**config.mk**
```make
export PLATFORM = sky130hd
export DESIGN_NAME = latched_line_decoder
export DESIGN_NICKNAME = d
export VERILOG_FILES = /design/src/rtl/decoder_pkg.sv /design/src/rtl/decoder_ctrl.sv /design/src/rtl/decoder_datapath.sv /design/src/rtl/latched_line_decoder.sv
export SDC_FILE = /design/constraint.sdc
export NUM_CORES = 1
export LEC_CHECK = 0
export CORE_AREA = 3 3 40 42
export CTS_BUF_LIST = sky130_fd_sc_hd__clkbuf_8
export DETAILED_ROUTE_END_ITERATION = 10
export DIE_AREA = 0 0 43 45
export PLACE_DENSITY = 0.68
export SLEW_MARGIN = 30
export SYNTH_ARGS = -nofsm -noshare
export SYNTH_HDL_FRONTEND = slang
export SYNTH_SLANG_ARGS = --single-unit
```
**constraint.sdc**
```tcl
create_clock -name clk -period 3 [get_ports clk]
set_clock_uncertainty 0.15 [all_clocks]
set_input_delay 0.3 -clock clk [delete_from_list [all_inputs] [get_ports clk]]
set_output_delay 0.3 -clock clk [all_outputs]
set_load 0.05 [all_outputs]
```
**src/rtl/decoder_pkg.sv**
```systemverilog
package decoder_pkg;
  typedef struct packed {
    logic capture;  // sample and pass through the address
    logic select;   // allow a line to go active
  } decStrobes_t;
endpackage

```
**src/rtl/decoder_ctrl.sv**
```systemverilog
module decoder_ctrl
  import decoder_pkg::*;
(
  input  logic        latchEn,
  input  logic        enableN,
  output decStrobes_t strobes
);
  // Both strobes act in the same cycle; the enable is deliberately never stored.
  always_comb begin
    strobes.capture = latchEn;
    strobes.select  = ~enableN;
  end
endmodule

```
**src/rtl/decoder_datapath.sv**
```systemverilog
module decoder_datapath
  import decoder_pkg::*;
#(
  parameter int ADDR_W      = 4,
  parameter bit ACTIVE_HIGH = 1'b1,
  localparam int LINES      = 1 << ADDR_W
) (
  input  logic              clk,
  input  logic              rstN,
  input  logic [ADDR_W-1:0] addrIn,
  input  decStrobes_t       strobes,
  output logic [LINES-1:0]  yOut
);
  logic [ADDR_W-1:0] heldAddr;
  logic [ADDR_W-1:0] effAddr;
  logic [LINES-1:0]  hot;
  logic [LINES-1:0]  activeView;

  always_ff @(posedge clk or negedge rstN) begin
    if (!rstN)                heldAddr <= '0;
    else if (strobes.capture) heldAddr <= addrIn;
  end

  assign effAddr = strobes.capture ? addrIn : heldAddr;

  for (genvar i = 0; i < LINES; i++) begin : g_line
    assign hot[i] = strobes.select && (effAddr == ADDR_W'(i));
    if (ACTIVE_HIGH) begin : g_hi
      assign yOut[i] = hot[i];
    end else begin : g_lo
      assign yOut[i] = ~hot[i];
    end
  end

  // Outputs seen through the active level, independent of the decode path
  assign activeView = ACTIVE_HIGH ? yOut : ~yOut;

  AST_ONE_ACTIVE: assert property (@(posedge clk) disable iff (!rstN)
    strobes.select |-> $countones(activeView) == 1);
  AST_TRANSPARENT: assert property (@(posedge clk) disable iff (!rstN)
    (strobes.capture && strobes.select) |-> activeView[addrIn]);
  AST_HOLD_STABLE: assert property (@(posedge clk) disable iff (!rstN)
    (!strobes.capture && $past(!strobes.capture) && strobes.select && $past(strobes.select))
      |-> $stable(yOut));
  AST_INHIBIT: assert property (@(posedge clk) disable iff (!rstN)
    !strobes.select |-> activeView == '0);
  AST_AT_MOST_ONE: assert property (@(posedge clk) disable iff (!rstN)
    $onehot0(activeView));
endmodule

```
**src/rtl/latched_line_decoder.sv**
```systemverilog
module latched_line_decoder
  import decoder_pkg::*;
#(
  parameter int ADDR_W      = 4,
  parameter bit ACTIVE_HIGH = 1'b1,
  localparam int LINES      = 1 << ADDR_W
) (
  input  logic              clk,
  input  logic              rstN,
  input  logic [ADDR_W-1:0] addrIn,
  input  logic              latchEn,
  input  logic              enableN,
  output logic [LINES-1:0]  yOut
);
  decStrobes_t strobes;

  decoder_ctrl u_ctrl (
    .latchEn (latchEn),
    .enableN (enableN),
    .strobes (strobes)
  );

  decoder_datapath #(.ADDR_W(ADDR_W), .ACTIVE_HIGH(ACTIVE_HIGH)) u_dp (
    .clk     (clk),
    .rstN    (rstN),
    .addrIn  (addrIn),
    .strobes (strobes),
    .yOut    (yOut)
  );
endmodule

```
==> run summary, run 1 <==
DR WL/cell -> 15.4 um
VDD IR max -> 0.291 mV
drt first-iter violations -> 13
H-tree Lvls -> 1
number of synthesized flops with an enable pin -> 0
diode count -> 0
crit share post-route -> 87.9%
DP Cell Count -> 78
Post-Syn Instances -> 42
sw frac -> 28.8%
Pleak -> 0.311 nW
maximum clock rate -> 379 MHz
clock network power share -> 41.3%
Hold WS -> 135 ps
Layout fillers -> 107
DR top layer -> met3
Detailed Routing Iterations Pass 1 -> 4
post-layout power -> 0.000265 W
internal power -> 0.000189 W
top-count cell post-synth -> a22oi_1
Layout Nets -> 76
met3 WL -> 77 um
Starting Density -> 34.4%
Yosys cell types -> 15
Core Area -> 1280 um2
Largest Register -> u_dp.heldAddr
share of the synthesized area in the top cell type -> 25.5%
top flop regs -> u_dp.heldAddr: 4 flops
Main synth FF type -> dfrtp_1
#FFs+latches synth -> 4
setup bufs post-CTS -> 0
crit path kind -> primary input to output pin
Horiz. Die Dim -> 43 um
crit path capture type -> output pin
layout cells sized above 1 -> 45.5%
vias in the first global route -> 415
CTS buffer count -> 3
Root Driver -> clkbuf_8
grt ovf -> 0
max-slew violation count -> 0
Clock transition at path regs -> 30 ps
Psw -> 0.0000763 W
drt total wl -> 1.25 mm
row cnt -> 13
CP max-delay cell -> clkdlybuf4s50_1
clk sinks -> 4
Comb power frac -> 33.9%
Period minus WS final -> 2640 ps
Final Hold Fails -> 0
vias -> 482
hpwl dp -> 1.03 mm
setup tns final -> 0 ps
warnings from Yosys -> 0
routability cong. -> 0.766
Worst setup SP type -> primary input
largest net degree at the start of global routing -> 21
worst skew pair latency -> 210 ps
crit-path max FO -> 20
CTS Hold Buffers Added -> 0
Seq/Total Area, Yosys -> 22.7%
Flop pwr share -> 24.8%
relative slew slack -> 62.5%
crit-path max cell delay -> 820 ps
PwrDens -> 307 nW/um2
Largest register FFs -> 4
setup violators final -> 0
actual slew at the worst max-slew pin -> 561 ps
boundary pin count -> 24
Syn Nets -> 50
post-CTS resize count -> 0
area added between synthesis and finish -> 95.5%
top cells by area, synth -> a22oi_1 25%, dfrtp_1 23%, mux2_2 10%
Arr. time, crit path -> 2190 ps
Critical Path, Cell by Cell -> clkdlybuf4s50_1 -> or4b_4 -> a22oi_1 -> buf_12
synth cell count leaders -> 15 x a22oi_1, 4 x dfrtp_1, 4 x mux2_2
die area -> 1940 um2
Avg Inst Size Synth -> 10.5 um2
initial antenna violation count -> 0
Clock Tree Buf Depth -> 2
Synth area leader -> a22oi_1
Post-synth ARST share -> 100%
routed length on met1 -> 570 um
Cell Area, Synth -> 442 um2
Port Buffers -> 23
Max-cap violations -> 0
met2 wire len -> 598 um
WP data required -> 2550 ps
Finished Layout Cells -> 81
status -> finished, final reports clean
placed inst area -> 822 um2
Tightest Hold Check Type -> primary input to async pin
first-pass GRT wire length -> 1.84 mm
gr usage total -> 12.5%
unrepaired setup endpoints after global routing -> no
die height -> 45 um
antenna viol nets, final -> 0
CTS tree -> done
Final Cell Area -> 863 um2
residual DRC count -> 0
Via density -> 5.95
==> stage by stage <==
stage,util [%],setup slack (ps)
final,67.2,363
after global routing,67.2,280
after CTS,67.2,369
after detailed placement,64.0,366
after floorplan,-,784
after global placement,64.0,392
==> worst paths after layout <==
| kind | startpoint | end | slack [ps] | cells after the start |
|---|---|---|---|---|
| setup / recovery | latchEn | yOut[1] | 360 | 4 |
| hold / removal | rstN | u_dp.heldAddr[2]$_DFF_PN0_ | 130 | 1 |
| setup reg to reg | u_dp.heldAddr[3]$_DFF_PN0_ | u_dp.heldAddr[3]$_DFF_PN0_ | 2050 | 1 |
| hold reg to reg | u_dp.heldAddr[1]$_DFF_PN0_ | u_dp.heldAddr[1]$_DFF_PN0_ | 420 | 1 |
| max in group asynchronous | rstN | u_dp.heldAddr[0]$_DFF_PN0_ | 2410 | 1 |
| min in group clk | u_dp.heldAddr[1]$_DFF_PN0_ | u_dp.heldAddr[1]$_DFF_PN0_ | 420 | 1 |
==> cell families (layout without fill, tap and decap cells) <==
kind of cell | Yosys count | in the layout | synth area share (%)
AND/OR/NAND/NOR | 16 | 16 | 35.1
buffers and inverters | 2 | 26 | 3.68
flip-flops | 4 | 4 | 22.7
multiplexers | 4 | 4 | 10.2
AO/OA/AOI/OAI | 16 | 16 | 28.3
==> critical path, delay by kind of cell <==
kind,cells,cell delay (ps)
buffers and inverters,2,1000
and+or+nand+nor,1,560
AOI/OAI and AO/OA,1,310
==> layout by cell type (no fill, tap or decap) <==
| master | instances |
|---|---|
| a22oi_1 | 15 |
| buf_12 | 15 |
| clkdlybuf4s50_1 | 7 |
| mux2_2 | 4 |
| dfrtp_1 | 4 |
| nand3b_1 | 3 |
| or4b_4 | 3 |
| nand4bb_1 | 3 |
| clkbuf_8 | 3 |
| or3b_2 | 2 |
| or4_4 | 1 |
| nand3_1 | 1 |
| or3_1 | 1 |
| or3b_1 | 1 |
| a22oi_2 | 1 |
| nand4b_1 | 1 |
| buf_4 | 1 |
==> layout make-up <==
cell class	instances	area, um2	area share (%)
timing repair buffer	23	378	43.8
multi-input combinational	36	325	37.7
sequential	4	100	11.6
clock buffer	3	41.3	4.78
tap	15	18.8	2.17
==> power groups by stage <==
stage	Clock [W]	Combinational, W	Sequential, W
after floorplan	0	0.0000502	0.0000648
after global placement	0	0.0000896	0.0000655
after detailed placement	0	0.0000901	0.0000661
after CTS	0.000114	0.0000902	0.0000655
after global routing	0.000118	0.0000940	0.0000666
final	0.000110	0.0000900	0.0000656
==> metal layers <==
| metal | track usage, % | vias up |
|---|---|---|
| li1 | - | 234 |
| met1 | 15.4 | 227 |
| met2 | 21.6 | 21 |
| met3 | 1.99 | 0 |
| met4 | 5.42 | 0 |
| met5 | 0 | - |
(Power assumes the default switching activity.)
==> run 2, diff against run 1 <==
CORE_AREA = unset   (was 3 3 40 42)
CORE_MARGIN = 3   (was unset)
CORE_UTILIZATION = 27   (was unset)
DIE_AREA = unset   (was 0 0 43 45)
PLACE_DENSITY = 0.57   (was 0.68)
==> run 2 against run 1 <==
  * Design area is 0.87% higher
  * Register-to-register slack is essentially flat
  * Utilization shrank 5.6 points
  * Highest routed layer unchanged
  * Largest power group unchanged
  * Combinational power up 0.8%
  * Sequential power about the same
==> run summary, run 2 (synthesis gave the netlist of run 1 again) <==
VDD IR max -> 0.222 mV (-24%)
r2r setup slk -> 2050 ps (about the same)
Pleak -> 0.316 nW (+1.5%)
Largest Register -> u_dp.heldAddr
unrepaired setup endpoints after global routing -> no
Layout Nets -> 77 (+1.3%)
clk sinks -> 4 (unchanged)
R2R depth -> 1 (unchanged)
Period minus WS final -> 2550 ps (-88.4 ps)
maximum clock rate -> 392 MHz (+3.5%)
Largest register FFs -> 4 (unchanged)
layout cells sized above 1 -> 46.3% (+0.81 points)
Via density -> 5.76 (-3.3%)
drt total wl -> 1.23 mm (-0.96%)
Clock Tree Buf Depth -> 2 (unchanged)
max-slew violation count -> 0 (unchanged)
initial antenna violation count -> 0 (unchanged)
vias -> 472 (-2.1%)
crit path capture type -> output pin
Layout fillers -> 119 (+11%)
gr usage total -> 12.7% (+0.23 points)
grt ovf -> 0 (unchanged)
CTS buffer count -> 3 (unchanged)
crit share post-route -> 85.0% (-2.9 points)
Detailed Routing Iterations Pass 1 -> 4 (unchanged)
Arr. time, crit path -> 2100 ps (-90 ps)
crit-path max FO -> 14 (-30%)
DP Cell Count -> 79 (+1.3%)
CTS Hold Buffers Added -> 0 (unchanged)
diode count -> 0 (unchanged)
PwrDens -> 306 nW/um2 (-0.44%)
area added between synthesis and finish -> 97.2%
vias in the first global route -> 417 (+0.48%)
Hold WS -> 134 ps (-0.699 ps)
die area -> 2160 um2 (+11%)
post-CTS resize count -> 0 (unchanged)
residual DRC count -> 0 (unchanged)
status -> finished, final reports clean
Max-cap violations -> 0 (unchanged)
Starting Density -> 31.2% (-3.2 points)
WP data required -> 2550 ps (about the same)
relative slew slack -> 73.1% (+11 points)
Worst setup SP type -> primary input
Clock transition at path regs -> 30 ps (about the same)
Final Hold Fails -> 0 (unchanged)
Tightest Hold Check Type -> primary input to async pin
top flop regs -> u_dp.heldAddr: 4 flops
row cnt -> 13 (unchanged)
setup violators final -> 0 (unchanged)
first-pass GRT wire length -> 1.89 mm (+2.6%)
setup tns final -> 0 ps (unchanged)
Core Area -> 1420 um2 (+10%)
crit path kind -> primary input to output pin
worst skew pair latency -> 210 ps (about the same)
die height -> 46.4 um (+3.2%)
R2R Path Start -> u_dp.heldAddr[2]$_DFF_PN0_
hpwl dp -> 1.01 mm (-2.1%)
Port Buffers -> 23 (unchanged)
actual slew at the worst max-slew pin -> 402 ps (-159 ps)
Horiz. Die Dim -> 46.4 um (+8.0%)
boundary pin count -> 24 (unchanged)
CTS tree -> done
Finished Layout Cells -> 82 (+1.2%)
Worst R2R End -> u_dp.heldAddr[2]$_DFF_PN0_
largest net degree at the start of global routing -> 15 (-29%)
DR WL/cell -> 15.0 um (-2.2%)
commonest cells after routing, fill and taps aside -> 15 x a22oi_1, 15 x buf_12, 7 x clkdlybuf4s50_1, 4 x mux2_2, 4 x dfrtp_1
drt first-iter violations -> 10 (-3)
Root Driver -> clkbuf_8
H-tree Lvls -> 1 (unchanged)
setup bufs post-CTS -> 0 (unchanged)
antenna viol nets, final -> 0 (unchanged)
routability cong. -> 0.732 (-4.5%)
-- run 2: cell types whose count changed in the layout (fill, tap and decap cells not counted) --
cell   previous run  this run
buf_4             1         2
-- run 2: power by group --
part | switching (W) | internal [W] | total (W)
sequential | 0.00000594 | 0.0000598 | 0.0000658
clock | 0.0000246 | 0.0000852 | 0.000110
combinational | 0.0000461 | 0.0000447 | 0.0000907
total | 0.0000766 | 0.000190 | 0.000266
-- run 2: cell type report --
class / count / area, um2 / area share, %
clock buffer: 3 / 41.3 / 4.74
multi-input combinational: 36 / 325 / 37.4
sequential: 4 / 100 / 11.5
timing repair buffer: 24 / 385 / 44.3
tap: 15 / 18.8 / 2.16
-- run 2: how the worst max path moves through the flow --
stage / cells past startpoint / to / slack [ps] / start
2_1_floorplan: 3 / yOut[4] / 780 / latchEn
4_1_cts: 5 / yOut[9] / 460 / latchEn
3_3_place_gp: 5 / yOut[9] / 460 / latchEn
5_1_grt: 5 / yOut[13] / 340 / latchEn
3_5_place_dp: 5 / yOut[9] / 460 / latchEn
6_report: 5 / yOut[13] / 450 / latchEn
-- run 2: worst max-delay path, cell delays in order --
cell and delay, ps:
clkdlybuf4s50_1 610, buf_4 260, or3b_1 440, a22oi_1 310, buf_12 180
-- run 2: per-layer routing --
metal	global-route usage, %	share of wire (%)
met1	17.4	46
met2	17.6	45
met3	3.52	8.9
met4	6.82	0
met5	0	0
-- run 2: metrics by stage --
| stage | cell area, um2 | setup WS (ps) | util (%) | total power [W] |
|---|---|---|---|---|
| after floorplan | 442 | 784 | - | 0.000115 |
| after global placement | 830 | 464 | 58.6 | 0.000157 |
| after detailed placement | 830 | 456 | 58.6 | 0.000157 |
| after CTS | 871 | 458 | 61.5 | 0.000270 |
| after global routing | 871 | 339 | 61.5 | 0.000280 |
| final | 871 | 451 | 61.5 | 0.000266 |
